<file path="config.mk">
export PLATFORM = sky130hd
export DESIGN_NAME = samp_phase_lock
export DESIGN_NICKNAME = d
export VERILOG_FILES = /design/src/rtl/spl_pkg.sv /design/src/rtl/spl_interval_timer.sv /design/src/rtl/spl_decim.sv /design/src/rtl/spl_corr_calc.sv /design/src/rtl/spl_lock_det.sv /design/src/rtl/samp_phase_lock.sv
export SDC_FILE = /design/constraint.sdc
export NUM_CORES = 1
export LEC_CHECK = 0
export CAP_MARGIN = 10
export CELL_PAD_IN_SITES_DETAIL_PLACEMENT = 0
export CELL_PAD_IN_SITES_GLOBAL_PLACEMENT = 1
export CORE_ASPECT_RATIO = 1.25
export CORE_MARGIN = 5
export CORE_UTILIZATION = 45
export DETAILED_ROUTE_END_ITERATION = 8
export GPL_ROUTABILITY_DRIVEN = 1
export PLACE_DENSITY_LB_ADDON = 0.1
export SLEW_MARGIN = 20
export SYNTH_ARGS = -nofsm -noshare
export SYNTH_HDL_FRONTEND = slang
export SYNTH_SLANG_ARGS = --single-unit
</file>
<file path="constraint.sdc">
create_clock -name clk_i -period 11.5 [get_ports clk_i]
set_clock_uncertainty 0.1 [all_clocks]
set_input_delay 1.15 -clock clk_i [delete_from_list [all_inputs] [get_ports clk_i]]
set_output_delay 1.15 -clock clk_i [all_outputs]
set_load 0.02 [all_outputs]
</file>
<file path="src/rtl/spl_pkg.sv">
package spl_pkg;
  // 2^16 / (2*pi), rounded
  localparam int INV_2PI_Q16 = 10430;

  typedef enum logic [1:0] {
    ST_IDLE,
    ST_ARMED,
    ST_ACTIVE
  } corr_st_e;
endpackage

</file>
<file path="src/rtl/spl_interval_timer.sv">
module spl_interval_timer #(
  parameter int PERIOD_W = 16
) (
  input  logic                clk_i,
  input  logic                rst_ni,
  input  logic [PERIOD_W-1:0] len_i,
  output logic                end_o,
  output logic                strobe_o
);
  logic [PERIOD_W-1:0] cnt_q;

  // >= recovers if the length is reprogrammed below the running count
  assign end_o = (cnt_q >= len_i - PERIOD_W'(1));

  always_ff @(posedge clk_i or negedge rst_ni) begin
    if (!rst_ni) begin
      cnt_q    <= '0;
      strobe_o <= 1'b0;
    end else begin
      cnt_q    <= end_o ? '0 : cnt_q + PERIOD_W'(1);
      strobe_o <= end_o;
    end
  end
endmodule

</file>
<file path="src/rtl/spl_decim.sv">
module spl_decim #(
  parameter int N_DIV = 4
) (
  input  logic clk_i,
  input  logic rst_ni,
  input  logic valid_i,
  output logic keep_o
);
  localparam int IDX_W = (N_DIV > 2) ? $clog2(N_DIV) : 1;
  localparam logic [IDX_W-1:0] LAST = IDX_W'(N_DIV - 1);

  logic [IDX_W-1:0] idx_q;

  assign keep_o = valid_i && (idx_q == '0);

  always_ff @(posedge clk_i or negedge rst_ni) begin
    if (!rst_ni) begin
      idx_q <= '0;
    end else if (valid_i) begin
      idx_q <= (idx_q == LAST) ? '0 : idx_q + IDX_W'(1);
    end
  end
endmodule

</file>
<file path="src/rtl/spl_corr_calc.sv">
module spl_corr_calc
  import spl_pkg::*;
#(
  parameter int SAMPLE_W = 12,
  parameter int PERIOD_W = 16,
  parameter int N_DIV    = 4
) (
  input  logic signed [SAMPLE_W-1:0] sample_i,
  input  logic        [PERIOD_W-1:0] period_i,
  output logic signed [PERIOD_W:0]   corr_o
);
  localparam int  K_GAIN = N_DIV * INV_2PI_Q16;
  localparam int  K_W    = $clog2(K_GAIN + 1) + 1;
  localparam int  PROD_W = SAMPLE_W + PERIOD_W + 1 + K_W;
  localparam int  SH     = 16 + SAMPLE_W - 1;
  localparam longint HALF_L = longint'(1) <<< (SH - 1);

  logic signed [PROD_W-1:0] s_ext, ts_ext, prod, rnd, lim, clamped;

  always_comb begin
    s_ext  = PROD_W'(sample_i);
    ts_ext = $signed(PROD_W'({1'b0, period_i}));
    prod   = s_ext * ts_ext * PROD_W'(K_GAIN);
    rnd    = (prod + PROD_W'(HALF_L)) >>> SH;
    lim    = $signed(PROD_W'(period_i >> 1));
    if (rnd > lim)       clamped = lim;
    else if (rnd < -lim) clamped = -lim;
    else                 clamped = rnd;
    corr_o = (PERIOD_W+1)'(clamped);
  end
endmodule

</file>
<file path="src/rtl/spl_lock_det.sv">
module spl_lock_det #(
  parameter int SAMPLE_W = 12,
  parameter int LOCK_W   = 8
) (
  input  logic                       clk_i,
  input  logic                       rst_ni,
  input  logic                       keep_i,
  input  logic signed [SAMPLE_W-1:0] sample_i,
  input  logic        [SAMPLE_W-1:0] thresh_i,
  input  logic        [LOCK_W-1:0]   frames_i,
  output logic                       locked_o
);
  logic signed [SAMPLE_W:0] sx;
  logic        [SAMPLE_W:0] mag;
  logic                     below;
  logic        [LOCK_W-1:0] cnt_q;
  logic        [LOCK_W:0]   cnt_nx;

  always_comb begin
    sx     = {sample_i[SAMPLE_W-1], sample_i};
    mag    = sx[SAMPLE_W] ? unsigned'(-sx) : unsigned'(sx);
    below  = mag < {1'b0, thresh_i};
    cnt_nx = {1'b0, cnt_q} + (LOCK_W+1)'(1);
  end

  always_ff @(posedge clk_i or negedge rst_ni) begin
    if (!rst_ni) begin
      cnt_q    <= '0;
      locked_o <= 1'b0;
    end else if (keep_i) begin
      if (below) begin
        cnt_q <= (&cnt_q) ? cnt_q : cnt_nx[LOCK_W-1:0];
        if (cnt_nx >= {1'b0, frames_i}) locked_o <= 1'b1;
      end else begin
        cnt_q    <= '0;
        locked_o <= 1'b0;
      end
    end
  end
endmodule

</file>
<file path="src/rtl/samp_phase_lock.sv">
module samp_phase_lock
  import spl_pkg::*;
#(
  parameter int SAMPLE_W = 12,
  parameter int PERIOD_W = 16,
  parameter int N_DIV    = 4,
  parameter int LOCK_W   = 8
) (
  input  logic                       clk_i,
  input  logic                       rst_ni,
  input  logic        [PERIOD_W-1:0] period_i,
  input  logic        [SAMPLE_W-1:0] thresh_i,
  input  logic        [LOCK_W-1:0]   lock_frames_i,
  input  logic signed [SAMPLE_W-1:0] sample_i,
  input  logic                       sample_valid_i,
  output logic                       strobe_o,
  output logic                       locked_o,
  output logic signed [SAMPLE_W-1:0] phase_err_o
);
  corr_st_e            st_q;
  logic [PERIOD_W-1:0] adj_len_q;
  logic [PERIOD_W-1:0] cur_len;
  logic [PERIOD_W-1:0] adj_nx;
  logic signed [PERIOD_W:0] corr_w;
  logic keep_w, end_w, busy_w;

  spl_decim #(.N_DIV(N_DIV)) u_decim (
    .clk_i  (clk_i),
    .rst_ni (rst_ni),
    .valid_i(sample_valid_i),
    .keep_o (keep_w)
  );

  spl_corr_calc #(.SAMPLE_W(SAMPLE_W), .PERIOD_W(PERIOD_W), .N_DIV(N_DIV)) u_corr (
    .sample_i(sample_i),
    .period_i(period_i),
    .corr_o  (corr_w)
  );

  spl_interval_timer #(.PERIOD_W(PERIOD_W)) u_timer (
    .clk_i   (clk_i),
    .rst_ni  (rst_ni),
    .len_i   (cur_len),
    .end_o   (end_w),
    .strobe_o(strobe_o)
  );

  spl_lock_det #(.SAMPLE_W(SAMPLE_W), .LOCK_W(LOCK_W)) u_lock (
    .clk_i   (clk_i),
    .rst_ni  (rst_ni),
    .keep_i  (keep_w),
    .sample_i(sample_i),
    .thresh_i(thresh_i),
    .frames_i(lock_frames_i),
    .locked_o(locked_o)
  );

  assign busy_w  = (st_q != ST_IDLE);
  assign cur_len = (st_q == ST_ACTIVE) ? adj_len_q : period_i;
  assign adj_nx  = PERIOD_W'($signed({1'b0, period_i}) - corr_w);

  always_ff @(posedge clk_i or negedge rst_ni) begin
    if (!rst_ni) begin
      st_q      <= ST_IDLE;
      adj_len_q <= '0;
    end else begin
      unique case (st_q)
        ST_IDLE: if (keep_w && corr_w != '0) begin
          st_q      <= ST_ARMED;
          adj_len_q <= adj_nx;
        end
        ST_ARMED:  if (end_w) st_q <= ST_ACTIVE;  // adjusted interval starts now
        ST_ACTIVE: if (end_w) st_q <= ST_IDLE;
        default:   st_q <= ST_IDLE;
      endcase
    end
  end

  always_ff @(posedge clk_i or negedge rst_ni) begin
    if (!rst_ni)     phase_err_o <= '0;
    else if (keep_w) phase_err_o <= sample_i;
  end
endmodule

</file>
* Yosys cells after proc, flatten, opt, wreduce, memory -nomap -nowiden
Cells that the tools add are included.
** Word-level totals
- Register bits :: 58
- Bits in latches :: 0
- Bits in writable memories :: 0
- Bits in read-only memories :: 0
- Output and inout bits :: 14
- Memories :: 0
** Operators by class
- Add/sub/neg operators :: 8
- $mul :: 2
- Div/mod/pow operators :: 0
- Order comparisons :: 5
- Eq/ne operators :: 8
- Shift operators :: 0
- Multiplexer cells :: 14
- Bitwise operators :: 0
- Reductions and logical operators :: 10
** Operators with widths (number)
- 46-bit by 28-bit adder with 46-bit output, second input constant :: 1
- 19-bit by 46-bit less-than comparator with 1-bit output :: 1
- 46-bit by 14-bit multiplier with 43-bit output, second input constant :: 1
- 15-bit negator with 46-bit output :: 1
- 17-bit 2-to-1 mux :: 2
- 16-bit 2-to-1 mux :: 2
- 12-bit by 17-bit multiplier with 29-bit output :: 1
- 19-bit by 16-bit > comparator with 1-bit output :: 1
- 17-bit nonzero test :: 1
- 16-bit by 1-bit adder with 16-bit output, second input constant :: 1
- 16-bit >= comparator :: 1
- 8-bit 2-to-1 mux :: 2
- 16-bit by 1-bit subtractor with 16-bit output, second input constant :: 1
- 16-bit subtractor :: 1
- 13-bit by 12-bit less-than comparator with 1-bit output :: 1
- 13-bit 2-to-1 mux :: 1
- 12-bit negator with 13-bit output :: 1
- 8-bit by 1-bit adder with 9-bit output, second input constant :: 1
- 9-bit by 8-bit >= comparator with 1-bit output :: 1
- 2-bit 2-to-1 mux :: 4
- 8-bit AND reduction :: 1
- 2-bit != test, second input constant :: 3
- 2-bit case mux with 3 select lines :: 1
- 2-bit AND reduction :: 3
- other kinds (8) :: 13

* Longest topological paths before layout
- Word-level depth :: 10
- Depth in mapped cells :: 80
- Depth with buffers taken out :: 75

* Modules after synthesis
A second synthesis with hierarchy kept.
** Second synthesis, totals
- Cell total of the unflattened synthesis :: 2567
- Area total of the unflattened synthesis :: 21714.6 um^2
** By module, submodules not included
- spl_corr_calc :: instances 1, cells an instance 2026, area an instance 16679.7 um^2, seq. area each 0.0 um^2
- samp_phase_lock :: instances 1, cells an instance 237, area an instance 2194.6 um^2, seq. area each 750.7 um^2
- spl_interval_timer :: instances 1, cells an instance 154, area an instance 1571.5 um^2, seq. area each 425.4 um^2
- spl_lock_det :: instances 1, cells an instance 139, area an instance 1156.1 um^2, seq. area each 225.2 um^2
- spl_decim :: instances 1, cells an instance 11, area an instance 112.6 um^2, seq. area each 50.0 um^2

* Least setup slack after synthesis
Ideal clock, no wire load.
- Path type :: in2reg
- From :: input port sample_i[11]
- To :: register adj_len_q[15]
- Arrival time :: 17.886 ns
- Required time :: 11.320 ns
- Path slack :: -6.566 ns
- Cell stages on the path :: 73
- Path buffers :: 5
- Path through :: clkbuf_1 clkbuf_1 nand2_1 fa_1 fa_1 inv_1 fa_1 fa_1 inv_1 fa_1 inv_1 ha_1 nand2_1 o21a_1 a311oi_1 a21o_1 a21o_1 a21oi_1 [37 not listed] nand3_1 buf_2 nand2_2 buf_2 nor2_1 a211oi_1 a21oi_1 ha_1 a21o_1 o31ai_1 a41o_1 o211a_4 a31oi_4 maj3_2 a31oi_2 nor4_1 or3_1 o211ai_2
** Between the ends
- Longest elaborated chain between the ends :: 9
- Elaborated cells between the ends (all ways) :: 11
- Those cells by class :: add/sub: 2; mul: 2; order compare: 2; mux: 2; reduce/logical: 3
** Ends and longest elaborated chain
- start, declared :: RTL line samp_phase_lock.sv:14 : input logic signed [SAMPLE_W-1:0] sample_i,
- 12-bit by 17-bit multiplier with 29-bit output (*) :: RTL line spl_corr_calc.sv:23 : prod = s_ext * ts_ext * PROD_W'(K_GAIN);
- 46-bit by 14-bit multiplier with 43-bit output (*) :: RTL line spl_corr_calc.sv:23
- 46-bit by 28-bit adder with 46-bit output (*) :: RTL line spl_corr_calc.sv:24 : rnd = (prod + PROD_W'(HALF_L)) >>> SH;
- 19-bit by 46-bit less-than comparator with 1-bit output :: RTL line spl_corr_calc.sv:27 : else if (rnd < -lim) clamped = -lim;
- 17-bit 2-to-1 mux :: RTL line spl_corr_calc.sv:27
- 17-bit 2-to-1 mux (*) :: RTL line spl_corr_calc.sv:26 : if (rnd > lim) clamped = lim;
- parallel branches: the longest is 3 deep, another holds 16-bit subtractor
- end signal, assigned :: RTL line samp_phase_lock.sv:70 : adj_len_q <= adj_nx;
- end, declared :: RTL line samp_phase_lock.sv:21 : logic [PERIOD_W-1:0] adj_len_q;
Mark *: on every way between the ends.
A chain may end at the register's enable or synchronous reset.

* Worst setup path after layout
- From :: input port sample_i[8]
- To :: register adj_len_q[13]
The elaborated chain is that of the path after synthesis.

==> out/metrics.yaml <==
clocking:
  clkLatencyLatePin_ns: 0.35
  cts_buffers: 9
  hold_buffers: 0
  htreeDepth: 3
  tritoncts: "yes"
  cts.clk_slew.worst_paths_ns: 0.06
  clock_sinks: 58
  cts.root.buffer_cell: "clkbuf_16"
  clk_path_buf_depth: 2
cells_and_area:
  final_cell_area_um2: 29400
  area_growth_pct: 38.3
  nets: 3828
  layout.cells.non_filler: 3821
  antenna_cells: 0
  most-common-layout-cells: "549 x buf_4, 509 x inv_1, 277 x fa_1"
  drive_above_1_share: 0.308
  mostFrequentLayoutCell: "buf_4"
  fillers: 4202
placement:
  port_buffers: 64
  hpwl_um: 52200
  gp_congestion: 0.948
  dpl_cell_area_um2: 26900
  placedCellCount: 3657
yosys:
  syn_avg_cell_area_um2: 8.25
  ys_top_cells_by_area: "fa_1 28%, ha_1 18%, inv_1 9.7%"
  synthesis.area_um2: 21300
  synth_top_area_share: 0.282
  synth_ff_type: "dfrtp_1"
  synth_seq_area_share: 0.0682
  yosys_register_bits: 58
  async_reset_ff_frac: 1.00
  yosysTopAreaCell: "fa_1"
  ys_types: 94
  yosys_warnings: 0
  synth_edf_count: 0
  syn-num-nets: 3226
  syn-instance-count: 2577
timing:
  rsz0062_at_grt: "yes"
  min_period_over_period: 1.45
  slew_violations: 0
  setup_viol: 17
  worstMarginPinSlew_ns: 1.14
  report.final.hold_viol_count: 0
  slew_headroom: 0.234
  fmax_ghz: 0.0598
  fin_crit_ns: 16.71
  fin_ws_ns: -5.21
floorplanning:
  core_um2: 47000
  start_util: 0.453
  num_rows: 89
  dieArea_um2: 51700
  ios: 65
  fp.dieW_um: 204
  die_h_um: 253
critical_path:
  r2r_cells: 27
  worst-r2r-setup-slack_ns: 6.84
  crit_fanout: 5
  crit_arrival_ns: 16.90
  cp_slowest_stage_delay_ns: 0.58
  timing.rr.start: "st_q[1]"
  r2r_end: "st_q[1]"
  endpoint_kind: "flip-flop"
  slowest_stage: "fa_1"
  criticalPathCategory: "in2reg"
  start_kind: "input port"
  critPathRequiredTime_ns: 11.68
  cpMostUsedCell: "inv_2"
hold_path:
  min_path_type: "reg2reg"
  hold_end: "phase_err_o[0]"
  min_from: "phase_err_o[0]"
  hold_path_depth: 2
job:
  maxCapViolations: 0
status:
  status: "complete, but fails checks"
  violations: "setup timing"
global_routing:
  first_global_vias: 20728
  grt_max_degree: 59
  grt_overflow: 0
  antenna_found_initial: 0
  grt.total_usage: 0.244
  grt_pass1_wl_um: 103000
route:
  drt-initial-drc-count: 787
  drt_wl_total_um: 62700
  wl_per_cell_um: 16.4
  via_per_inst: 5.05
  ant_nets: 0
  vias: 19293
  first_pass_iters: 5
  drcViolationCount: 0
## state kept, by name, indices dropped and copies added (netlist names)
signal / count
u_timer.strobe_o: 1
phase_err_o: 12
u_lock.cnt_q: 8
u_timer.cnt_q: 16
u_lock.locked_o: 1
adj_len_q: 16
u_decim.idx_q: 2
st_q: 2
## cells by family (layout without fill, tap and decap cells)
family,after synthesis,count (layout),share of synthesized area
AND/OR/NAND/NOR,668,668,0.150
flip-flops,58,58,0.0682
XOR/XNOR,158,158,0.0664
multiplexers,19,19,0.00976
adder cells (fa/ha/maj),606,606,0.462
buffers and inverters,650,1257,0.116
AO/OA/AOI/OAI,418,418,0.128
## worst max-delay path by stage
stage                       from       endpoint  cells past startpoint
finish               sample_i[8]  adj_len_q[13]                     75
global route         period_i[5]  adj_len_q[13]                     70
CTS                  period_i[9]  adj_len_q[11]                     73
detailed placement   sample_i[8]  adj_len_q[14]                     69
global placement     sample_i[8]  adj_len_q[14]                     70
floorplan           period_i[11]  adj_len_q[11]                     74
## per-layer routing
metal  routed length, um  GRT usage  up-vias
li1                    -          -     9449
met1               26000      0.299     9426
met2               33000      0.454      325
met3                1390     0.0147       93
met4                2390     0.0864        0
met5                   0          0        -
## synthesized netlist by cell type, types with 6 or more instances
master / number
clkbuf_1: 74
xor2_1: 44
o31ai_1: 7
nand2_1: 233
a32o_1: 6
nor2b_1: 24
dfrtp_1: 58
and2_1: 53
nor3_1: 55
nand3_1: 45
nor2_1: 135
o21bai_1: 7
o21ai_0: 96
o21a_1: 24
a21oi_1: 129
buf_1: 9
a211oi_1: 15
or2_2: 6
a211o_1: 6
nor4_1: 11
xnor2_1: 111
a311oi_1: 6
a31oi_1: 13
o211ai_1: 11
nand4_1: 20
or4_1: 6
fa_1: 300
or3_1: 6
clkinv_1: 8
nand2b_1: 31
mux2_2: 14
o21ai_1: 6
maj3_1: 6
and3_1: 19
a21o_1: 40
ha_1: 298
inv_1: 550
## through the flow
step / hold slack, ns / setup WS, ns / TNS, ns / util
after global routing: 0.401 / -5.81 / -93.02 / 0.626
final: 0.374 / -5.21 / -82.87 / 0.626
after floorplan: 0.349 / -4.92 / -73.44 / -
after CTS: 0.382 / -5.30 / -84.11 / 0.614
after global placement: 0.370 / -6.16 / -96.87 / 0.573
after detailed placement: 0.370 / -6.33 / -99.81 / 0.573
## area by class of cell
cell class	count	area, um^2	area share
clock inverter	3	68.8	0.00234
multi-input combinational	1869	18900	0.644
clock buffer	13	280	0.00952
timing repair buffer	682	5770	0.196
inverter	559	2120	0.0720
tap	637	797	0.0271
sequential	58	1450	0.0493
## repair_timing
| item | in CTS | in global routing |
|---|---|---|
| pin swaps | 139 | 85 |
| buffers inserted | 118 | 30 |
| gates resized for setup | 194 | 148 |
| gates cloned | 5 | 3 |
| endpoints found under the setup margin | 17 | 17 |
## worst max-delay path: cells and delay by family
family,cells,cell delay (ns)
buffers and inverters,19,1.76
AOI/OAI and AO/OA,21,3.57
adders and majority gates,16,6.84
xor gates and xnor gates,3,0.59
and+or+nand+nor,16,2.96
Power is left out: the tool's default activity adds up to more than one toggle a clock period on the data nets, which glitch-free logic cannot reach.
